<file path="config.mk">
export PLATFORM = sky130hd
export DESIGN_NAME = ramp_seq
export DESIGN_NICKNAME = d
export VERILOG_FILES = /design/src/rtl/ramp_seq.sv
export SDC_FILE = /design/constraint.sdc
export NUM_CORES = 2
export LEC_CHECK = 0
export BUFFER_PORTS_ARGS = -buffer_cell sky130_fd_sc_hd__buf_4
export CORE_ASPECT_RATIO = 0.5
export CORE_MARGIN = 2
export CORE_UTILIZATION = 59
export CTS_CLUSTER_DIAMETER = 60
export DETAILED_ROUTE_END_ITERATION = 8
export GPL_TIMING_DRIVEN = 0
export PLACE_DENSITY_LB_ADDON = 0.3
export SYNTH_ARGS = -nofsm -noshare
export SYNTH_HDL_FRONTEND = slang
export SYNTH_SLANG_ARGS = --single-unit
</file>
<file path="constraint.sdc">
create_clock -name clk -period 18.7 [get_ports clk]
set_input_delay 5.61 -clock clk [delete_from_list [all_inputs] [get_ports clk]]
set_output_delay 5.61 -clock clk [all_outputs]
set_load 0.05 [all_outputs]
</file>
<file path="src/rtl/ramp_seq.sv">
module ramp_seq #(
  parameter int NCH = 16,
  parameter int TSW = 16,
  parameter int CW  = 12,
  parameter int NBP = 17,
  parameter int GW  = 8,
  localparam int CHW  = $clog2(NCH),
  localparam int BPW  = $clog2(NBP),
  localparam int SEGB = $clog2(NBP - 1),
  localparam int FB   = CW - SEGB,
  localparam int IDXW = $clog2(2 * NCH),
  localparam int PEAK = 1 << CW
) (
  input  logic           clk,
  input  logic           rst_n,
  input  logic           cyc_start,
  input  logic [TSW-1:0] cyc_ts,
  input  logic           ev_valid,
  input  logic [CHW-1:0] ev_ch,
  input  logic           ev_lead,
  input  logic [TSW-1:0] ev_ts,
  input  logic           cal_we,
  input  logic           cal_dir,
  input  logic [BPW-1:0] cal_idx,
  input  logic [CW-1:0]  cal_data,
  input  logic [CHW-1:0] glitch_ch,
  output logic [GW-1:0]  glitch_cnt,
  output logic           m_valid,
  input  logic           m_ready,
  output logic [CHW-1:0] m_ch,
  output logic           m_dir,
  output logic           m_ovf,
  output logic [CW-1:0]  m_code
);

  logic            armed, busy;
  logic [TSW-1:0]  start_ts;
  logic [IDXW-1:0] idx;
  logic [CW-1:0]   cal   [2][NBP];
  logic [CW-1:0]   cap_t [2][NCH];
  logic [CW-1:0]   out_t [2][NCH];
  logic [NCH-1:0]  cap_v [2];
  logic [NCH-1:0]  out_v [2];
  logic [GW-1:0]   gcnt  [NCH];

  wire [TSW-1:0] el  = ev_ts - (cyc_start ? cyc_ts : start_ts);
  wire           ph  = el >= TSW'(PEAK);
  wire [TSW-1:0] el2 = ph ? el - TSW'(PEAK) : el;
  wire [CW-1:0]  tq  = (el2 >= TSW'(PEAK)) ? CW'(PEAK - 1) : el2[CW-1:0];
  wire           take = ev_valid && (armed || cyc_start) && (ev_lead != ph);
  wire           dup  = !cyc_start && cap_v[ph][ev_ch];

  always_ff @(posedge clk) begin
    if (!rst_n) begin
      armed    <= 1'b0;
      start_ts <= '0;
      cap_v[0] <= '0;
      cap_v[1] <= '0;
      for (int c = 0; c < NCH; c++) gcnt[c] <= '0;
    end else begin
      if (cyc_start) begin
        armed    <= 1'b1;
        start_ts <= cyc_ts;
        cap_v[0] <= '0;
        cap_v[1] <= '0;
      end
      if (take) begin
        if (dup) begin
          if (gcnt[ev_ch] != '1) gcnt[ev_ch] <= gcnt[ev_ch] + 1'b1;
        end else begin
          cap_v[ph][ev_ch] <= 1'b1;
          cap_t[ph][ev_ch] <= tq;
        end
      end
    end
  end

  always_ff @(posedge clk) begin
    if (!rst_n) begin
      busy <= 1'b0;
      idx  <= '0;
    end else if (cyc_start && armed) begin
      busy     <= 1'b1;
      idx      <= '0;
      out_v[0] <= cap_v[0];
      out_v[1] <= cap_v[1];
      out_t    <= cap_t;
    end else if (busy && m_ready) begin
      if (idx == IDXW'(2 * NCH - 1)) busy <= 1'b0;
      idx <= idx + 1'b1;
    end
  end

  always_ff @(posedge clk) begin
    if (!rst_n) begin
      for (int b = 0; b < 2; b++)
        for (int k = 0; k < NBP; k++)
          cal[b][k] <= (k * (1 << FB) > PEAK - 1) ? CW'(PEAK - 1) : CW'(k * (1 << FB));
    end else if (cal_we && cal_idx < BPW'(NBP)) begin
      cal[cal_dir][cal_idx] <= cal_data;
    end
  end

  assign glitch_cnt = gcnt[glitch_ch];
  assign m_valid    = busy;
  assign m_ch       = idx[IDXW-1:1];
  assign m_dir      = idx[0];

  logic [CW-1:0]          ot, y0, y1;
  logic [SEGB-1:0]        seg;
  logic [FB-1:0]          frac;
  logic signed [CW:0]     dy;
  logic signed [CW+FB+1:0] prod;

  always_comb begin
    ot    = out_t[m_dir][m_ch];
    m_ovf = !out_v[m_dir][m_ch];
    seg   = ot[CW-1:FB];
    frac  = ot[FB-1:0];
    y0    = cal[m_dir][BPW'(seg)];
    y1    = cal[m_dir][BPW'(seg) + 1'b1];
    dy    = $signed({1'b0, y1}) - $signed({1'b0, y0});
    prod  = dy * $signed({1'b0, frac});
    m_code = m_ovf ? '0 : y0 + CW'(prod >>> FB);
  end

endmodule

</file>
==> results.cfg <==
[status]
status = finished, final reports clean

[final_layout]
mostFrequentLayoutCells = edfxtp_1 (1336), mux4_2 (402), nand2_1 (220)
final_cells = 5561
final_area_mm2 = 0.0717
finalNetCount = 4252
drive_above_1_share = 0.247
final-seq-area_mm2 = 0.0412
fill_cells = 6880
areaGrowthSynthToFinish_pct = 12.9
layout_commonest_cell = edfxtp_1
multi_input_area_mm2 = 0.0210

[timing]
worstMarginPinSlew_ns = 1.36
period_minus_slack_ns = 18.15
skew_ns = 0.0419
setup_viol = 0
fmax_mhz = 55.1
setup_tns_ns = 0
hold_viol = 0
period_share = 0.971
slew_headroom = 0.0949
slew_viol_final = 0

[clock_tree]
clk_pin_slew_ns = 0.07
htreeDepth = 3
cts-root-buf = clkbuf_16
cts_made_buffers = 117
clk_latency_ns = 0.76
cts_tree = yes
holdBufCountCts = 0
cts.sinks = 1392
clockBufferDepth = 3

[setup_path]
r2r_cells = 22
crit_arrival_ns = 12.54
cpMostUsedCell = inv_1
crit_type = reg -> out
cp_top_family = compound AO/OA/AOI/OAI gates
cp-start-kind = flip-flop
critPathRequiredTime_ns = 13.09
path_buf_inv = 10
max_stage_delay_ns = 0.56
crit_fanout = 10
worstSetupEndpointType = output port
r2r-end = cap_t[94]
crit_slowest_cell = fa_1
regToRegSetupSlack_ns = 11.42
r2r-start = start_ts[0]

[grt]
antenna_found_initial = 3
gr-total-overflow = 0
grt_max_degree = 77
first_global_vias = 37900
grt_pass1_wl_mm = 261
gr-usage-all-layers = 0.333

[routing]
drt_first_pass_iters = 6
vias = 38100
drc = 0
drt_iter0_markers = 6078
vias_per_cell = 6.85
drt-total-wl_mm = 182
wl_per_cell_um = 32.7
antenna_left = 0

[yosys]
synthArstFlopShare = 0
synth_cell_types = 75
yosysTopAreaCellShare = 0.632
ys_warn_count = 0
syn_inst = 3754
ys.flop_type = edfxtp_1
syn_nets = 3980
synth_top_area_cell = edfxtp_1
ys_ff_latch = 1392
synth_edf_count = 1336
postSynthAreaPerCell_um2 = 16.9
seq_area_frac_synth = 0.649
synthTopCellsByArea = edfxtp_1 (63%), mux4_2 (14%), fa_1 (2.6%), and2_1 (2.0%), dfxtp_1 (1.8%)
syn_area_mm2 = 0.0635

[placed_design]
port_buffers = 73
placed_area_mm2 = 0.0672
globalplace.congestion = 0.995
dp_hpwl_mm = 123
dp_cells = 5330

[floorplan]
rows = 85
start_util = 0.593
ioPinCount = 92
die_y_um = 236
die_area_mm2 = 0.110
fp.dieW_um = 468
coreArea_mm2 = 0.107

[worst_hold_path]
min_to = out_t[64]
hp-class = reg -> reg
worstHoldStart = cap_t[64]
hold_path_depth = 0

[run]
cap_violations = 0
-- synthesized netlist by cell type (all sizes together), types with 15 or more instances --
cell and count:
nand3 45, a22oi 16, nor2b 38, or3 16, ha 80, and2 199, dfxtp 56, nor2 139
and3 24, nand2 220, o31ai 18, a21oi 45, nor3 28, nor4 131, xor2 25, buf 96
mux4 402, clkbuf 170, mux2i 104, or2 15, inv 144, edfxtp 1336, o21ai 67, o22ai 15
or4 21, fa 81, nand2b 56, xnor2 37
-- timing repair --
action | CTS | global route
buffers inserted | 5 | 13
setup endpoints to repair | 12 | 6
pin swaps | 5 | 9
gates resized for setup | 47 | 59
-- state kept, by name, summed over array words and instances (netlist names), named ones only --
name and flops:
out_v 32, idx 5, armed 1, m_valid 1, gcnt 128, cal 408
cap_t 384, out_t 384, start_ts 16, cap_v 32
-- how the worst max path moves through the flow --
stage | from | endpoint | slack (ns) | cells past startpoint
after floorplan | idx[1] | m_code[11] | 0.21 | 47
after global placement | idx[3] | m_code[11] | -3.01 | 48
after detailed placement | idx[3] | m_code[11] | -3.26 | 48
after CTS | idx[1] | m_code[11] | 0.008 | 50
after global routing | idx[0] | m_code[11] | -0.1 | 47
final | idx[0] | m_code[11] | 0.55 | 49
-- cell families (layout without fill, tap and decap cells) --
family                   count (synthesis)  in the layout  share of synthesized area
buffers and inverters                  411            781                     0.0278
multiplexers                           520            520                      0.162
flip-flops                            1392           1392                      0.649
other                                    0              2                          0
XOR/XNOR                                63             63                    0.00904
AND/OR/NAND/NOR                        957            957                     0.0841
adder cells (fa/ha/maj)                161            161                     0.0413
AO/OA/AOI/OAI                          250            250                     0.0263
-- per-layer routing --
layer	global-route usage	routed length (um)	up-vias
li1	-	-	15200
met1	0.444	62600	19200
met2	0.520	85200	3064
met3	0.0828	23400	652
met4	0.160	10600	0
met5	0	0	-
-- metrics by stage --
| step | hold slack, ns | setup WS, ns | util |
|---|---|---|---|
| after floorplan | 0.400 | 0.214 | - |
| after detailed placement | 0.405 | -3.26 | 0.628 |
| after CTS | 0.413 | 0.00797 | 0.666 |
| final | 0.398 | 0.546 | 0.669 |
| after global routing | 0.417 | -0.0954 | 0.669 |
| after global placement | 0.400 | -3.01 | 0.615 |
-- layout make-up --
type / count / share of cell area
tap: 1435 / 0.0251
inverter: 145 / 0.00777
clock inverter: 81 / 0.0124
antenna: 2 / 0.0000698
multi-input combinational: 1951 / 0.292
sequential: 1392 / 0.575
buffer: 259 / 0.0189
timing repair buffer: 160 / 0.0259
clock buffer: 136 / 0.0421
Power is not shown: default switching activity piles up to over one toggle a cycle in this logic, so the estimate is an artifact.
